**src/rtl/qdr_pkg.sv**
```systemverilog
package qdr_pkg;
  parameter int QDR_NCH = 4;
  parameter int QDR_SYNC_STAGES = 2;
endpackage

```
**src/rtl/qdr_sync.sv**
```systemverilog
module qdr_sync #(
  parameter int W = 1
) (
  input  logic         clk,
  input  logic         rst_n,
  input  logic [W-1:0] d_i,
  output logic [W-1:0] q_o
);
  logic [W-1:0] meta_q;
  logic [W-1:0] meta_d;
  logic [W-1:0] out_d;

  always_comb begin
    meta_d = d_i;
    out_d  = meta_q;
  end

  always_ff @(posedge clk or negedge rst_n) begin
    if (!rst_n) begin
      meta_q <= '0;
      q_o    <= '0;
    end else begin
      meta_q <= meta_d;
      q_o    <= out_d;
    end
  end
endmodule

```
**src/rtl/qdr_retry_timer.sv**
```systemverilog
module qdr_retry_timer #(
  parameter int PRESCALE  = 4,
  parameter int ON_UNITS  = 1,
  parameter int OFF_UNITS = 47
) (
  input  logic clk,
  input  logic rst_n,
  input  logic hold_i,
  output logic pulse_o
);
  localparam int PERIOD = ON_UNITS + OFF_UNITS;
  localparam int PW = (PRESCALE > 1) ? $clog2(PRESCALE) : 1;
  localparam int UW = (PERIOD > 1) ? $clog2(PERIOD) : 1;
  localparam logic [PW-1:0] PRE_LAST  = PW'(PRESCALE - 1);
  localparam logic [UW-1:0] UNIT_LAST = UW'(PERIOD - 1);
  localparam logic [UW-1:0] UNIT_ON   = UW'(ON_UNITS);

  logic [PW-1:0] pre_q, pre_d;
  logic [UW-1:0] unit_q, unit_d;
  logic          tick;

  always_comb begin
    tick   = (pre_q == PRE_LAST);
    pre_d  = pre_q;
    unit_d = unit_q;
    if (hold_i) begin
      pre_d  = '0;
      unit_d = '0;
    end else if (tick) begin
      pre_d  = '0;
      unit_d = (unit_q == UNIT_LAST) ? '0 : unit_q + 1'b1;
    end else begin
      pre_d = pre_q + 1'b1;
    end
  end

  always_ff @(posedge clk or negedge rst_n) begin
    if (!rst_n) begin
      pre_q  <= '0;
      unit_q <= '0;
    end else begin
      pre_q  <= pre_d;
      unit_q <= unit_d;
    end
  end

  assign pulse_o = !hold_i && (unit_q < UNIT_ON);

  AST_UNIT_RANGE: assert property (@(posedge clk) disable iff (!rst_n)
    unit_q <= UNIT_LAST);
  AST_HOLD_RESTART: assert property (@(posedge clk) disable iff (!rst_n)
    hold_i |=> (unit_q == '0 && pre_q == '0));
endmodule

```
**src/rtl/qdr_chan.sv**
```systemverilog
module qdr_chan (
  input  logic clk,
  input  logic rst_n,
  input  logic req_i,
  input  logic oc_i,
  input  logic uv_i,
  input  logic pulse_i,
  input  logic key_rel_i,
  output logic trip_o,
  output logic drv_o
);
  logic trip_q, trip_d;

  always_comb begin
    trip_d = trip_q;
    if (uv_i) begin
      trip_d = 1'b0;
    end else if (oc_i && !pulse_i) begin
      trip_d = 1'b1;
    end else if (pulse_i || key_rel_i) begin
      trip_d = 1'b0;
    end
  end

  always_ff @(posedge clk or negedge rst_n) begin
    if (!rst_n) trip_q <= 1'b0;
    else        trip_q <= trip_d;
  end

  assign trip_o = trip_q;
  assign drv_o  = req_i && !uv_i && (pulse_i || (!trip_q && !oc_i));

  AST_TRIP_ON_OC: assert property (@(posedge clk) disable iff (!rst_n)
    (oc_i && !pulse_i && !uv_i) |=> trip_q);
  AST_PULSE_RELEASE: assert property (@(posedge clk) disable iff (!rst_n)
    (pulse_i && !uv_i) |=> !trip_q);
  AST_UV_RELEASE: assert property (@(posedge clk) disable iff (!rst_n)
    uv_i |=> !trip_q);
  AST_TRIPPED_DARK: assert property (@(posedge clk) disable iff (!rst_n)
    (trip_q && !pulse_i) |-> !drv_o);
endmodule

```
**src/rtl/quad_drv_retry.sv**
```systemverilog
module quad_drv_retry
  import qdr_pkg::*;
#(
  parameter int NCH       = QDR_NCH,
  parameter int PRESCALE  = 4,
  parameter int ON_UNITS  = 1,
  parameter int OFF_UNITS = 47
) (
  input  logic           clk,
  input  logic           rst_n,
  input  logic [NCH-1:0] data_i,
  input  logic           enable_i,
  input  logic [NCH-1:0] oc_i,
  input  logic           uv_i,
  input  logic           manual_i,
  input  logic           key_i,
  output logic [NCH-1:0] drv_o,
  output logic           fault_n_o
);
  localparam int SW = 2 * NCH + 4;

  logic           rst_m_q, rst_int_n;
  logic [NCH-1:0] data_s, oc_s, trip;
  logic           en_s, uv_s, man_s, key_s, key_d_q;
  logic           key_rise, key_rel, pulse, fault_any;

  always_ff @(posedge clk or negedge rst_n) begin
    if (!rst_n) begin
      rst_m_q   <= 1'b0;
      rst_int_n <= 1'b0;
    end else begin
      rst_m_q   <= 1'b1;
      rst_int_n <= rst_m_q;
    end
  end

  qdr_sync #(.W(SW)) u_sync (
    .clk   (clk),
    .rst_n (rst_int_n),
    .d_i   ({data_i, oc_i, enable_i, uv_i, manual_i, key_i}),
    .q_o   ({data_s, oc_s, en_s, uv_s, man_s, key_s})
  );

  always_ff @(posedge clk or negedge rst_int_n) begin
    if (!rst_int_n) key_d_q <= 1'b0;
    else            key_d_q <= key_s;
  end

  assign key_rise = key_s && !key_d_q;
  assign key_rel  = man_s && key_rise;

  qdr_retry_timer #(
    .PRESCALE  (PRESCALE),
    .ON_UNITS  (ON_UNITS),
    .OFF_UNITS (OFF_UNITS)
  ) u_timer (
    .clk     (clk),
    .rst_n   (rst_int_n),
    .hold_i  (uv_s || man_s),
    .pulse_o (pulse)
  );

  for (genvar g = 0; g < NCH; g++) begin : g_chan
    qdr_chan u_chan (
      .clk       (clk),
      .rst_n     (rst_int_n),
      .req_i     (data_s[g] && en_s),
      .oc_i      (oc_s[g]),
      .uv_i      (uv_s),
      .pulse_i   (pulse),
      .key_rel_i (key_rel),
      .trip_o    (trip[g]),
      .drv_o     (drv_o[g])
    );
  end

  always_comb begin
    fault_any = (|trip) || (|oc_s);
    if (uv_s || !fault_any) fault_n_o = 1'b1;
    else if (man_s)         fault_n_o = 1'b0;
    else                    fault_n_o = pulse;
  end

  AST_UV_BLANK: assert property (@(posedge clk) disable iff (!rst_int_n)
    uv_s |-> (drv_o == '0 && fault_n_o));
  AST_KEY_ONE_SHOT: assert property (@(posedge clk) disable iff (!rst_int_n)
    key_rise |=> !key_rise);
  AST_MANUAL_NO_PULSE: assert property (@(posedge clk) disable iff (!rst_int_n)
    man_s |-> !pulse);
endmodule

```
**config.mk**
```make
export PLATFORM = sky130hd
export DESIGN_NAME = quad_drv_retry
export DESIGN_NICKNAME = d
export VERILOG_FILES = /design/src/rtl/qdr_pkg.sv /design/src/rtl/qdr_sync.sv /design/src/rtl/qdr_retry_timer.sv /design/src/rtl/qdr_chan.sv /design/src/rtl/quad_drv_retry.sv
export SDC_FILE = /design/constraint.sdc
export NUM_CORES = 1
export LEC_CHECK = 0
export BUFFER_PORTS_ARGS = -buffer_cell sky130_fd_sc_hd__buf_2
export CELL_PAD_IN_SITES_DETAIL_PLACEMENT = 0
export CELL_PAD_IN_SITES_GLOBAL_PLACEMENT = 1
export CORE_MARGIN = 4
export CORE_UTILIZATION = 48
export CTS_CLUSTER_DIAMETER = 100
export DETAILED_ROUTE_END_ITERATION = 6
export GPL_ROUTABILITY_DRIVEN = 0
export PLACE_DENSITY = 0.78
export SYNTH_ARGS = -nofsm -noshare
export SYNTH_HDL_FRONTEND = slang
export SYNTH_SLANG_ARGS = --single-unit
```
**constraint.sdc**
```tcl
create_clock -name clk -period 2.6 [get_ports clk]
set_input_delay 0.52 -clock clk [delete_from_list [all_inputs] [get_ports clk]]
set_output_delay 0.52 -clock clk [all_outputs]
set_load 0.02 [all_outputs]
```
# Word-level counts from Yosys, hierarchy flattened
# Cells that the tools add are included.
# Widths: inputs -> output; s select.
[classes]
n_mux = 16
n_reduce_logical = 51
eq_ne = 2
n_lt_le_gt_ge = 1
addsub = 2
[op_table]
columns = ["operator", "count"]
rows = [
  ["$logic_and 1x1->1", 23],
  ["$mux 6", 3],
  ["$logic_not 1->1", 13],
  ["$reduce_bool 3->1", 4],
  ["$mux 1", 11],
  ["$logic_or 1x1->1", 8],
  ["$reduce_or 4->1", 2],
  ["$add 6x1->6 const B", 1],
  ["$eq 6x6->1 const B", 1],
  ["$lt 6x1->1 const B", 1],
  ["$mux 2", 2],
  ["$add 2x1->2 const B", 1],
  ["$eq 2x2->1 const B", 1],
  ["$reduce_bool 2->1", 1],
]
[word_totals]
register_bits = 39
inputBits = 14
elab_cells = 83

# Longest topological paths before layout
# Gate-level depths: netlist (run 1).
[depth]
ltp_word = 7
ltp_mapped = 6
mapped_depth_nobuf = 4

# Hierarchy
# A second synthesis (run 1) with hierarchy kept.
[unflattened]
hier_cells = 109
area_unflattened_um2 = 1441.4
[by_module_without_submodules]
columns = ["mod", "instances", "cells_per_inst", "area_per_inst_um2", "seq_area_each_um2"]
rows = [
  ["qdr_sync", 1, 24, 600.6, 600.6],
  ["qdr_retry_timer", 1, 46, 449.2, 200.2],
  ["qdr_chan", 4, 6, 58.8, 25.0],
  ["quad_drv_retry", 1, 15, 156.4, 75.1],
]

# Worst setup path after synthesis (run 1)
# No wires, ideal clock.
[synth_timing]
kind = "register -> output"
from = "register u_timer.unit_q[0]"
to = "output port fault_n_o"
arrival_ps = 1320
stages_incl_launch_ff = 6
path_slack_ps = 760
path_buffers = 1
cell_sequence = "dfrtp_1 inv_1 ha_1 and3_1 buf_6 or3_1"
[synth_between]
elab_chain_cells = 4
[synth_rtl]
columns = ["element", "line", "text"]
rows = [
  ["start: declaration", "qdr_retry_timer.sv:19", "logic [UW-1:0] unit_q, unit_d;"],
  ["start signal: assignment", "qdr_retry_timer.sv:43", "unit_q <= unit_d;"],
  ["$lt 6x1->1", "qdr_retry_timer.sv:47", "assign pulse_o = !hold_i && (unit_q < UNIT_ON);"],
  ["$logic_and 1x1->1", "qdr_retry_timer.sv:47", ""],
  ["$mux 1", "quad_drv_retry.sv:80", "else if (man_s) fault_n_o = 1'b0;"],
  ["$mux 1", "quad_drv_retry.sv:79", "if (uv_s || !fault_any) fault_n_o = 1'b1;"],
  ["end: declaration", "quad_drv_retry.sv:18", "output logic fault_n_o"],
]
# Every way passes these cells.

# Worst setup path in the final report (run 1)
# Same ends and word-level chain as after synthesis.

==> results of run 1 <==
sequential cells by signal, summed over array words and instances, names as in the netlist:
signal,cells
rst_int_n,1
u_timer.unit_q,6
u_timer.pre_q,2
rst_m_q,1
u_sync.q_o,12
u_sync.meta_q,12
g_chan.u_chan.trip_o,4
key_d_q,1
logic make-up (layout without fill, tap and decap cells):
logic type      Yosys count  in the layout  synth area share [%]
compound gates           15             15                 7.914
xor+xnor                  1              1                0.6296
fa+ha+maj                 3              3                 2.698
buf+inv                  11             31                 4.766
flops                    39             39                 70.14
mux                       2              2                 1.439
other cells               1              1                0.2695
simple gates             32             32                 12.14
cell type report:
type | instances | area [um2]
fillers | 238 | 1207
clock buffers | 6 | 51.30
well taps | 31 | 38.79
flip-flops and latches | 39 | 975.9
inverters | 3 | 11.26
multi-input cells | 54 | 349.1
clock inverters | 2 | 16.27
repair buffers | 20 | 107.6
metrics by stage:
step	power [uW]	setup slack (ns)	utilization, %	area, um2
4_1_cts	1035	0.2484	56.22	1550
2_1_floorplan	687.7	0.7596	-	1391
3_5_place_dp	707.0	0.6411	53.40	1473
6_report	1018	0.2716	56.22	1550
5_1_grt	1071	0.1345	56.22	1550
3_3_place_gp	704.6	0.6705	53.40	1473
path summary, 6_finish.rpt:
| path | from | endpoint | slack (ns) | cells past startpoint |
|---|---|---|---|---|
| min | rst_int_n | u_sync.meta_q[0] | 0.26 | 0 |
| min reg2reg | rst_int_n | u_sync.meta_q[0] | 0.26 | 0 |
| min in group clk | manual_i | u_sync.meta_q[1] | 0.28 | 1 |
| max | u_timer.unit_q[0] | fault_n_o | 0.27 | 5 |
| max reg2reg | u_timer.pre_q[0] | u_timer.unit_q[5] | 1.17 | 4 |
| max in group asynchronous | rst_int_n | u_sync.q_o[4] | 1.63 | 1 |
power by group through the flow:
stage                     registers (uW)  clock network [uW]  logic [uW]
after floorplan                      661                   0        27.2
after global placement               660                   0        44.9
after detailed placement             661                   0        46.1
after CTS                            649                 338        47.4
after global routing                 653                 365        53.3
final                                648                 323        46.2
cell usage in the layout (no fill, tap or decap), drive strengths merged:
cell / instances
a21oi: 5
a311oi: 1
a31o: 1
a31oi: 1
and2b: 1
and3: 1
and4: 1
buf: 19
clkbuf: 6
clkinv: 1
clkinvlp: 1
conb: 1
dfrtp: 39
dlygate4sd3: 1
ha: 3
inv: 3
mux2i: 2
nand2: 2
nand2b: 3
nand3: 3
nand3b: 1
nand4: 2
nor2: 9
nor2b: 1
nor3: 5
nor4: 1
o211a: 4
o211ai: 1
o21ai: 1
o31a: 1
or2: 1
or3: 1
xor2: 1
layer usage:
layer	global-route usage (%)	up-vias	routed length, um
met4	5.455	0	22
met2	21.23	15	955
met5	0	-	0
met3	6.198	2	117
met1	15.14	392	924
li1	-	388	-
what timing repair did:
action | in CTS | in global routing
hold endpoints to repair | 2 | 0
hold buffers | 1 | 0
setup endpoints to repair | 0 | 0
==> impl_metrics.tcl, run 1 <==
set metrics [dict create \
    status "completed" \
    final.setup.tns_ns 0 \
    clkLatencyLatePin_ns 0.33 \
    path_buf_inv 2 \
    num_io_pins 19 \
    slowest_stage "dfrtp_1" \
    totalWireLength_mm 2.018 \
    cts_tree "yes" \
    synth.most_common_cell "dfrtp_1" \
    seqPwrFrac_pct 63.7 \
    p_sw_share_pct 22.76 \
    drv_cap 0 \
    required_ns 2.08 \
    worstHoldPathType "register to asynchronous set/reset pin" \
    final_layout_size_suffix_gt1_share_pct 24.19 \
    die_h_um 61.84 \
    max_slew_margin_pct 58.53 \
    final_antenna_net_count 0 \
    arrival_ns 1.81 \
    viasPerCell 5.142 \
    synth-edff-count 0 \
    postSynthAreaPerCell_um2 13.38 \
    num_antenna_cells 0 \
    antenna_found_initial 0 \
    worst_pin_slew_ns 0.6220 \
    vias 797 \
    port_buffers 18 \
    setup_viol 0 \
    fp.dieW_um 61.84 \
    fmax_mhz 429.5 \
    first_pass_iters 4 \
    areaGrowthSynthToFinish_pct 11.42 \
    min_period_over_period_pct 89.55 \
    cts_setup_buffers 0 \
    ys_seq_area_share_pct 70.14 \
    clkTransAtPathRegs_ns 0.12 \
    hold_violations 0 \
    grt_max_degree 23 \
    initial_core_util_pct 50.45 \
    avgRoutedWirePerCell_um 13.02 \
    power_frac_comb_pct 4.5 \
    cp_cell_sequence "inv_1, ha_1, and3_1, or3_1, buf_2" \
    crit_type "register to primary output" \
    rows 19 \
    grt_pass1_wl_mm 3.525 \
    cts_made_buffers 5 \
    grt_overflow 0 \
    nets 140 \
    critPathTopFamily "simple AND/OR/NAND/NOR gates" \
    grt_setup_unrepaired "no" \
    route.detailed.drc 0 \
    cts_num_sinks 39 \
    syn_nets 121 \
    synth_top_area_share_pct 70.14 \
    yosys.area.top_type "dfrtp_1" \
    clock_path_buffers 2 \
    internal_power_uw 786.0 \
    synth_area_um2 1391 \
    finalNonFillerCells 155 \
    async_reset_ff_share_pct 100.0 \
    drt_iter0_drc 17 \
    die_area_um2 3824 \
    worst_ir_drop_vdd_mv 0.4271 \
    power_density_nw_per_um2 656.5 \
    postSynthCellCount 104 \
    synthDistinctLibCells 32 \
    holdWs_ns 0.2567 \
    postCtsResizedCells 0 \
    critPathLaunchType "register" \
    end_kind "primary output" \
    synth-warning-count 0 \
    p_sw_uw 231.6 \
    dp_hpwl_mm 1.439 \
    synthFlopType "dfrtp_1" \
    cp_slowest_stage_delay_ns 0.42 \
    drv_slew 0 \
    synth.area.top_cells "dfrtp_1, o211a_1, ha_1" \
    crit_fanout 9 \
    pwr-share-clk_pct 31.8 \
    grt_pass1_vias 823 \
    grt_usage_pct 13.17 \
    dp.cells 146 \
    period_needed_ns 2.328 \
    synth_commonest_cells "dfrtp_1, nor2_1, a21oi_1, nor3_1" \
    synth_seq_cells 39 \
    core_um2 2758 \
    cts_root_buf "clkbuf_4" \
    skew_ns 0.005866 \
    cts.htree.levels 2 \
    leakage_uw 0.0007554 \
]
(Power assumes the default switching activity.)
==> run 2, diff against run 1 <==
- REMOVE_ABC_BUFFERS: default -> 1
==> run 2 against run 1 <==
Against the previous run:
- design area is 0.65% lower
- non-clock buffer count stayed put
- worst hold slack better by 0.018 ns
- die area stayed put
- global-route usage is 0.14 points higher
- clock-buffer cell count is 1 lower
- critical path depth stayed put
- routed wire length is 2.6% lower
- critical path type unchanged
- largest power group unchanged
- highest routed layer unchanged
==> impl_metrics.tcl, run 2 (synthesized netlist as in run 1, its figures left out) <==
set metrics [dict create \
    status "completed" \
    drv_cap 0 \
    path_depth 5 \
    cts_made_buffers 5 \
    worst_ir_drop_vdd_mv 0.4541 \
    final_common_cell "dfrtp_1" \
    clock_path_buffers 2 \
    period_needed_ns 2.351 \
    skew_ns 0.01159 \
    internal_power_uw 756.1 \
    final_layout_size_suffix_gt1_share_pct 24.19 \
    dp.cells 146 \
    worstHoldPathType "input pin to register" \
    ctsHoldBuffers 1 \
    route.detailed.drc 0 \
    first_pass_iters 4 \
    grt_setup_unrepaired "no" \
    fp.dieW_um 61.84 \
    cp_cell_sequence "inv_1, ha_1, and3_1, or3_1, buf_2" \
    reg2reg_depth 4 \
    dp_hpwl_mm 1.376 \
    nFillCells 229 \
    finalNonFillerCells 155 \
    leakage_uw 0.0007481 \
    min_period_over_period_pct 90.42 \
    port_buffers 18 \
    end_kind "primary output" \
    grt_overflow 0 \
    viasPerCell 5.110 \
    fmax_mhz 425.4 \
    hold_violations 0 \
    crit_type "register to primary output" \
    holdWs_ns 0.2747 \
    crit_fanout 9 \
    fin_ws_ns 0.2490 \
    power_frac_comb_pct 5.0 \
    p_sw_share_pct 23.74 \
    seqPwrFrac_pct 65.0 \
    p_sw_uw 235.3 \
    initial_core_util_pct 50.45 \
    totalWireLength_mm 1.966 \
    die_area_um2 3824 \
    num_io_pins 19 \
    num_antenna_cells 0 \
    cp_slowest_stage_delay_ns 0.44 \
    cts_tree "yes" \
    arrival_ns 1.83 \
    core_um2 2758 \
    clkTransAtPathRegs_ns 0.12 \
    drt_iter0_drc 48 \
    rrSetupSlack_ns 1.14 \
    setup_viol 0 \
    nets 140 \
    antenna_found_initial 0 \
    required_ns 2.08 \
    pwr-share-clk_pct 30.0 \
    cts_num_sinks 39 \
    grt_max_degree 38 \
    final.setup.tns_ns 0 \
    seq_area_um2 975.9 \
    critPathTopFamily "simple AND/OR/NAND/NOR gates" \
    postCtsResizedCells 0 \
    slowest_stage "dfrtp_1" \
    areaGrowthSynthToFinish_pct 10.70 \
    cts_root_buf "clkbuf_4" \
    grt_usage_pct 13.31 \
    drv_slew 0 \
    grt_pass1_vias 803 \
    critPathLaunchType "register" \
    final_antenna_net_count 0 \
    path_buf_inv 2 \
    multiInputGateArea_um2 349.1 \
    most-common-layout-cells "dfrtp_1, buf_2, nor2_1" \
    die_h_um 61.84 \
    top_regs "u_sync.meta_q x12, u_sync.q_o x12, u_timer.unit_q x6" \
    pre_cts_slack_ns 0.6298 \
    grt_pass1_wl_mm 3.484 \
    vias 792 \
    power_density_nw_per_um2 643.7 \
    whs_path_depth 1 \
    cts.htree.levels 2 \
    rows 19 \
    cts_setup_buffers 0 \
    p_total_uw 991.4 \
    avgRoutedWirePerCell_um 12.68 \
    clkLatencyLatePin_ns 0.35 \
]
## run 2: final timing paths
kind                                         from                 endpoint
worst max-delay path            u_timer.unit_q[0]                fault_n_o
worst min-delay path                      oc_i[2]         u_sync.meta_q[6]
worst max register to register   u_timer.pre_q[0]        u_timer.unit_q[5]
worst min register to register          rst_int_n         u_timer.pre_q[0]
max in group asynchronous               rst_int_n  g_chan[3].u_chan.trip_o
min in group asynchronous               rst_int_n         u_timer.pre_q[0]
## run 2: cell type report
cell class / count / area share [%]
clock buffer: 5 / 2.437
multi-input combinational: 54 / 22.66
clock inverter: 3 / 1.300
tap: 31 / 2.518
inverter: 3 / 0.7311
timing repair buffer: 20 / 6.986
sequential: 39 / 63.36
## run 2: power by group through the flow
stage / Sequential (uW) / Combinational [uW] / Clock (uW)
final: 644 / 50.0 / 297
after global routing: 647 / 58.0 / 341
after CTS: 644 / 51.6 / 313
after detailed placement: 656 / 50.6 / 0
after global placement: 655 / 49.4 / 0
after floorplan: 661 / 22.3 / 0
## run 2: layer usage
metal | up-vias | GRT usage (%) | wire (um)
met5 | - | 0 | 0
met4 | 0 | 8.182 | 54
met3 | 7 | 6.198 | 100
met2 | 16 | 20.03 | 901
met1 | 381 | 15.45 | 910
li1 | 388 | - | -
## run 2: worst register-to-register path, cell delays in order (launching register included)
cell     delay [ns]
dfrtp_1        0.37
ha_1           0.34
nand4_1        0.20
o31a_1         0.31
a31oi_1        0.16
## run 2: metrics by stage
stage          utilization [%]  area, um2
5_1_grt                  55.85       1540
4_1_cts                  55.85       1540
3_5_place_dp             53.40       1473
3_3_place_gp             53.40       1473
2_1_floorplan                -       1336
6_report                 55.85       1540
